`src/rtl/bb_pkg.sv`:
```
package bb_pkg;
  typedef enum logic [1:0] {
    BB_PARK  = 2'd0,
    BB_FREE  = 2'd1,
    BB_LOCK  = 2'd2,
    BB_PARK2 = 2'd3
  } bb_mode_e;

  function automatic logic bb_is_active(input bb_mode_e m);
    return (m == BB_FREE) || (m == BB_LOCK);
  endfunction
endpackage

```
`src/rtl/bb_byte_fifo.sv`:
```
module bb_byte_fifo #(
  parameter int W     = 8,
  parameter int DEPTH = 4
) (
  input  logic         clk,
  input  logic         rst_n,
  input  logic         flush,
  input  logic         push,
  input  logic [W-1:0] wdata,
  input  logic         pop,
  output logic [W-1:0] rdata,
  output logic         empty,
  output logic         full
);
  localparam int AW = (DEPTH > 1) ? $clog2(DEPTH) : 1;
  localparam int CW = $clog2(DEPTH + 1);

  logic [W-1:0]  mem [DEPTH];
  logic [AW-1:0] wp, rp, wp_nxt, rp_nxt;
  logic [CW-1:0] cnt, cnt_nxt;
  logic          do_push, do_pop;

  function automatic logic [AW-1:0] adv(input logic [AW-1:0] p);
    return (p == AW'(DEPTH - 1)) ? '0 : p + AW'(1);
  endfunction

  assign empty   = (cnt == '0);
  assign full    = (cnt == CW'(DEPTH));
  assign do_push = push && !full && !flush;
  assign do_pop  = pop && !empty && !flush;
  assign rdata   = mem[rp];

  always_comb begin
    wp_nxt  = wp;
    rp_nxt  = rp;
    cnt_nxt = cnt;
    if (flush) begin
      wp_nxt  = '0;
      rp_nxt  = '0;
      cnt_nxt = '0;
    end else begin
      if (do_push) wp_nxt = adv(wp);
      if (do_pop)  rp_nxt = adv(rp);
      case ({do_push, do_pop})
        2'b10:   cnt_nxt = cnt + CW'(1);
        2'b01:   cnt_nxt = cnt - CW'(1);
        default: cnt_nxt = cnt;
      endcase
    end
  end

  always_ff @(posedge clk or negedge rst_n) begin
    if (!rst_n) begin
      wp  <= '0;
      rp  <= '0;
      cnt <= '0;
    end else begin
      wp  <= wp_nxt;
      rp  <= rp_nxt;
      cnt <= cnt_nxt;
    end
  end

  always_ff @(posedge clk) begin
    if (do_push) mem[wp] <= wdata;
  end
endmodule

```
`src/rtl/bb_rate_timer.sv`:
```
module bb_rate_timer #(
  parameter int CW = 16
) (
  input  logic          clk,
  input  logic          rst_n,
  input  logic          run,
  input  logic [CW-1:0] divisor,
  output logic          tick
);
  logic [CW-1:0] cnt, cnt_nxt, period;

  assign period = (divisor == '0) ? CW'(1) : divisor;
  assign tick   = run && (cnt == '0);

  always_comb begin
    if (!run)      cnt_nxt = '0;
    else if (tick) cnt_nxt = period - CW'(1);
    else           cnt_nxt = cnt - CW'(1);
  end

  always_ff @(posedge clk or negedge rst_n) begin
    if (!rst_n) cnt <= '0;
    else        cnt <= cnt_nxt;
  end
endmodule

```
`src/rtl/bb_port_ctrl.sv`:
```
module bb_port_ctrl
  import bb_pkg::*;
#(
  parameter int DW = 8
) (
  input  logic          clk,
  input  logic          rst_n,
  input  bb_mode_e      mode,
  input  logic          flush,
  input  logic          tick,
  input  logic          tx_empty,
  input  logic [DW-1:0] tx_head,
  input  logic          rx_full,
  input  logic [DW-1:0] pin_in,
  output logic          tx_pop,
  output logic          rx_push,
  output logic [DW-1:0] rx_data,
  output logic [DW-1:0] out_latch,
  output logic          wr_n,
  output logic          rd_n
);
  logic [DW-1:0] latch_nxt;
  logic          wr_nxt, rd_nxt, lock_go;

  assign lock_go = tick && !tx_empty && !rx_full;

  always_comb begin
    tx_pop  = 1'b0;
    rx_push = 1'b0;
    if (!flush) begin
      unique case (mode)
        BB_FREE: begin
          tx_pop  = tick && !tx_empty;
          rx_push = tick && !rx_full;
        end
        BB_LOCK: begin
          tx_pop  = lock_go;
          rx_push = lock_go;
        end
        default: ;
      endcase
    end
  end

  assign rx_data = pin_in;

  always_comb begin
    latch_nxt = out_latch;
    wr_nxt    = wr_n;
    rd_nxt    = rd_n;
    if (flush) begin
      latch_nxt = '0;
      wr_nxt    = 1'b1;
      rd_nxt    = 1'b1;
    end else if (tick) begin
      if (tx_pop) latch_nxt = tx_head;
      wr_nxt = !tx_pop;
      rd_nxt = !rx_push;
    end
  end

  always_ff @(posedge clk or negedge rst_n) begin
    if (!rst_n) begin
      out_latch <= '0;
      wr_n      <= 1'b1;
      rd_n      <= 1'b1;
    end else begin
      out_latch <= latch_nxt;
      wr_n      <= wr_nxt;
      rd_n      <= rd_nxt;
    end
  end
endmodule

```
`src/rtl/gpio_bitbang_engine.sv`:
```
module gpio_bitbang_engine
  import bb_pkg::*;
#(
  parameter int DW       = 8,
  parameter int DIV_W    = 16,
  parameter int TX_DEPTH = 4,
  parameter int RX_DEPTH = 4
) (
  input  logic             clk,
  input  logic             rst_n,
  input  logic [1:0]       mode_sel,
  input  logic [DIV_W-1:0] divisor,
  input  logic [DW-1:0]    dir_mask,
  input  logic             in_valid,
  input  logic [DW-1:0]    in_data,
  output logic             in_ready,
  output logic             out_valid,
  output logic [DW-1:0]    out_data,
  input  logic             out_ready,
  input  logic [DW-1:0]    pin_in,
  output logic [DW-1:0]    pin_out,
  output logic [DW-1:0]    pin_oe,
  output logic             wr_n,
  output logic             rd_n
);
  bb_mode_e      mode, mode_q;
  logic          flush, active, tick;
  logic          tx_empty, tx_full, tx_pop, tx_push;
  logic          rx_empty, rx_full, rx_push, rx_pop;
  logic [DW-1:0] tx_head, rx_wdata;

  assign mode   = bb_mode_e'(mode_sel);
  assign active = bb_is_active(mode);
  assign flush  = (mode != mode_q);

  always_ff @(posedge clk or negedge rst_n) begin
    if (!rst_n) mode_q <= BB_PARK;
    else        mode_q <= mode;
  end

  assign in_ready  = active && !flush && !tx_full;
  assign tx_push   = in_valid && in_ready;
  assign out_valid = !rx_empty && !flush;
  assign rx_pop    = out_valid && out_ready;

  bb_rate_timer #(.CW(DIV_W)) u_timer (
    .clk     (clk),
    .rst_n   (rst_n),
    .run     (active && !flush),
    .divisor (divisor),
    .tick    (tick)
  );

  bb_byte_fifo #(.W(DW), .DEPTH(TX_DEPTH)) u_txq (
    .clk   (clk),
    .rst_n (rst_n),
    .flush (flush),
    .push  (tx_push),
    .wdata (in_data),
    .pop   (tx_pop),
    .rdata (tx_head),
    .empty (tx_empty),
    .full  (tx_full)
  );

  bb_byte_fifo #(.W(DW), .DEPTH(RX_DEPTH)) u_rxq (
    .clk   (clk),
    .rst_n (rst_n),
    .flush (flush),
    .push  (rx_push),
    .wdata (rx_wdata),
    .pop   (rx_pop),
    .rdata (out_data),
    .empty (rx_empty),
    .full  (rx_full)
  );

  bb_port_ctrl #(.DW(DW)) u_ctrl (
    .clk       (clk),
    .rst_n     (rst_n),
    .mode      (mode),
    .flush     (flush),
    .tick      (tick),
    .tx_empty  (tx_empty),
    .tx_head   (tx_head),
    .rx_full   (rx_full),
    .pin_in    (pin_in),
    .tx_pop    (tx_pop),
    .rx_push   (rx_push),
    .rx_data   (rx_wdata),
    .out_latch (pin_out),
    .wr_n      (wr_n),
    .rd_n      (rd_n)
  );

  for (genvar i = 0; i < DW; i++) begin : g_drive
    assign pin_oe[i] = active && dir_mask[i];
  end
endmodule

```
`config.mk`:
```
export PLATFORM = sky130hd
export DESIGN_NAME = gpio_bitbang_engine
export DESIGN_NICKNAME = d
export VERILOG_FILES = /design/src/rtl/bb_pkg.sv /design/src/rtl/bb_byte_fifo.sv /design/src/rtl/bb_rate_timer.sv /design/src/rtl/bb_port_ctrl.sv /design/src/rtl/gpio_bitbang_engine.sv
export SDC_FILE = /design/constraint.sdc
export NUM_CORES = 1
export LEC_CHECK = 0
export BUFFER_PORTS_ARGS = -buffer_cell sky130_fd_sc_hd__buf_2
export CAP_MARGIN = 20
export CORE_ASPECT_RATIO = 1.25
export CORE_MARGIN = 2
export CORE_UTILIZATION = 25
export CTS_CLUSTER_SIZE = 28
export DETAILED_ROUTE_END_ITERATION = 8
export HOLD_SLACK_MARGIN = 0.06
export SKIP_LAST_GASP = 1
export SLEW_MARGIN = 30
export SYNTH_ARGS = -nofsm -noshare
export SYNTH_HDL_FRONTEND = slang
export SYNTH_HIERARCHICAL = 1
export SYNTH_SLANG_ARGS = --single-unit
```
`constraint.sdc`:
```
create_clock -name clk -period 9.6 [get_ports clk]
set_clock_uncertainty 0.15 [all_clocks]
set_input_delay 0 -clock clk [delete_from_list [all_inputs] [get_ports clk]]
set_output_delay 0 -clock clk [all_outputs]
set_load 0.03 [all_outputs]
```
==> results.md <==
- Starting Density: 0.2547
- Buffers added on ports: 73
- Main synth FF type: edfxtp_1
- FF-to-FF End: u_timer/cnt[12]
- # nets final: slightly above 600
- Die W: about 140 um
- RSZ-0062 raised after global routing: no
- Max-cap violations: 0
- Total power: slightly above 1 mW
- Root Buffer: clkbuf_16
- Layout area overhead: 22.00%
- Top cells by area, synth: edfxtp_1, dfrtp_1, mux4_2, ha_1, mux2i_1
- Final Setup Violations: 0
- Cell leakage power: 2.668 nW
- Cell count after synthesis: 451
- Status: finished clean
- Post-CTS setup buffer count: 0
- Via count: 3863
- Post-synth top cells: edfxtp_1, dfrtp_1, nor2_1
- Core area: 22290 sq um
- Design area: 6925 sq um
- Adder-Cell Fraction of Synth Area: 0.03571
- Row Count: 61
- GP Congestion: 0.8279
- Worst setup EP type: flip-flop
- H-tree depth: 3
- FF-to-FF Start: mode_q[0]
- Clock-pin slew on the worst setup and hold paths: ~0.080 ns
- Placed Cells incl. Taps: 781
- P_sw: 278.2 uW
- Multiplexer area fraction after synthesis: 0.09015
- Diode count: 0
- Routed WL per cell: 15.23 um
- Yosys warning count: 6
- Simple logic cell fraction of the synthesized area: 0.1774
- Slew headroom: 0.4028
- Flop pwr share: 0.491
- DR vias/cell: 4.626
- Async SR Flop Fraction: 0.3962
- CP endpoint: u_timer/cnt[12]
- CTS tree: yes
- DP HPWL: 8827 um
- Vias in the first global route: 3983
- Number of synthesized flops with an enable pin: 64
- Setup_tns: 0 ns
- P_int: roughly 730 uW
- Global-route wire length before repair: 20360 um
- VDD IR max: 98.50 uV
- Initial antenna violation count: 0
- Startpoint Class: input pin
- # DRC: 0
- Fin cells: 835
- Max Freq: 0.2373 GHz
- Post-synth top area cell: edfxtp_1
- Placement-stage worst setup slack: roughly 5.6 ns
- Final Max Slew Viols: 0
- Grt ovf: 0
- Setup slack, reg-to-reg: roughly 5.4 ns
- IO Pins: between 70 and 80
- Setup ws final: 5.386 ns
- Post-synthesis sequential area ratio: 0.5241
- Kind of critical path: in -> reg
- Power Density: 145.9 nW/um^2
- DRT antenna net count: 0
- Post-Synth XOR/XNOR Area: 0.01829
- Worst r2r path cells: 13
- Largest family of logic cells by synthesized area: simple AND/OR/NAND/NOR gates
- Final Routed Wirelength: 12720 um
- Synth top area share: 0.3385
- Clock buffer count from CTS: 9
- Post-Syn Nets: 512
- Max Root-Sink Buffers: 2
- Netlist Area Pre-Place: roughly 5700 sq um
- Most common cell in the synthesized netlist: edfxtp_1
- Seq cells post-synth: 106
- Switching share of power: 0.2753
- Synth cell types: 89
- CTS resizes: 0
- Worst Path Required: 9.75 ns
- Die Y: around 170 um
- Final min period: 4.214 ns
- Die Area: 23940 sq um
- Largest net degree at the start of global routing: 43
- Slew @ Worst Pin: between 0.8 and 0.9 ns
- Clock sink count: 106
- Compound-Gate Fraction of Synth Area: 0.1087
- 1st-iter DRT viols: ~130
- Pre-Repair DR Iteration Count: 4
- Clk_lat worst skew: 0.35 ns
- Fraction of layout cells with a size suffix above 1: 0.2591
- Logic pwr share: 0.126
- Final Cycle Share: 0.4390
- Avg Inst Size Synth: 12.59 sq um
- Clk pwr share: 0.383
- Final Hold Fails: 0
- Core Util, Final: 0.3107
- GRT Overall Usage: 0.1071
- Post-DP Area: 6226 sq um
- Hold Path Class: in -> reg
- WHS: 0.08697 ns
- Crit-path max FO: 16
- Critical Path Source: mode_sel[1]
- Critical path arrival: 4.36 ns
registers in the layout, summed over array words and instances (netlist names), 3 cells and up:
signal and count:
u_timer/cnt 16, u_rxq/cnt 3, u_ctrl/out_latch 8, u_rxq/mem 32
u_txq/cnt 3, u_txq/mem 32
repair_timing:
item / 4_1_cts / 5_1_grt
hold endpoints to repair: 125 / 0
setup endpoints to repair: 0 / 0
hold buffers: 38 / 0
kinds of logic (layout without fill, tap and decap cells):
family	Yosys count	count (layout)
xor+xnor	11	11
flops	106	106
buf+inv	43	144
fa+ha+maj	15	15
simple gates	164	164
compound gates	81	81
mux	31	31
worst min-delay path by stage:
stage	slack, ns	to	startpoint	cells past startpoint
2_1_floorplan	-0.45	mode_q[0]	rst_n	0
3_5_place_dp	-0.01	u_timer/cnt[11]	rst_n	2
3_3_place_gp	-0.02	u_timer/cnt[11]	rst_n	2
6_report	0.09	u_timer/cnt[14]	divisor[14]	4
5_1_grt	0.12	u_rxq/cnt[2]	out_ready	5
4_1_cts	0.06	u_timer/cnt[14]	divisor[14]	4
per-layer routing:
metal / GRT usage / part of all wire / wire length (um)
met4: 0.03030 / 0.013 / 159
met3: 0.03240 / 0.057 / 719
met1: 0.1222 / 0.44 / 5557
met5: 0 / 0 / 0
met2: 0.1949 / 0.49 / 6284
power groups by stage:
stage               combinational [mW]  sequential, mW  clock, mW
finish                           0.128           0.496      0.387
global route                     0.141           0.497      0.419
CTS                              0.128           0.496      0.405
detailed placement               0.116           0.506          0
global placement                 0.116           0.506          0
floorplan                       0.0802           0.504          0
layout by cell type (no fill, tap or decap), drive strengths merged, types with 5 or more instances in the layout:
master | Yosys | final
inv | 12 | 15
nand3 | 5 | 5
nor3 | 24 | 24
a21oi | 18 | 18
nor4 | 7 | 7
or3 | 5 | 5
nand2b | 23 | 23
buf | 24 | 78
and2 | 21 | 21
edfxtp | 64 | 64
ha | 13 | 13
clkbuf | 7 | 9
xor2 | 8 | 8
nor2b | 5 | 5
a31oi | 10 | 10
dfrtp | 40 | 40
nor3b | 8 | 8
nand2 | 14 | 14
nor2 | 33 | 33
mux2i | 14 | 14
dlygate4sd3 | 0 | 38
mux4 | 16 | 16
o21ai | 10 | 10
cell type report:
cell class              instances  area [sq um]
clock buffers                   9         225.2
clock inverters                 7         93.84
fillers                      2254         15360
inverters                      12         45.04
multi-input cells             302          2449
flip-flops and latches        106          2975
well taps                     283         354.1
repair buffers                116         783.3
worst max-delay path, cell delays in order:
cell	delay [ns]
dlygate4sd3_1	0.52
buf_2	0.21
nand4bb_1	0.21
nand2_1	0.21
nor3b_2	0.24
and4_1	0.37
nand2_1	0.20
o21ba_2	0.18
ha_1	0.21
nor3b_1	0.58
nand4b_1	0.26
a31oi_1	0.37
nand4_1	0.13
dlygate4sd3_1	0.58
nand2b_1	0.08
No activity file was read; power rests on OpenSTA's default activity.
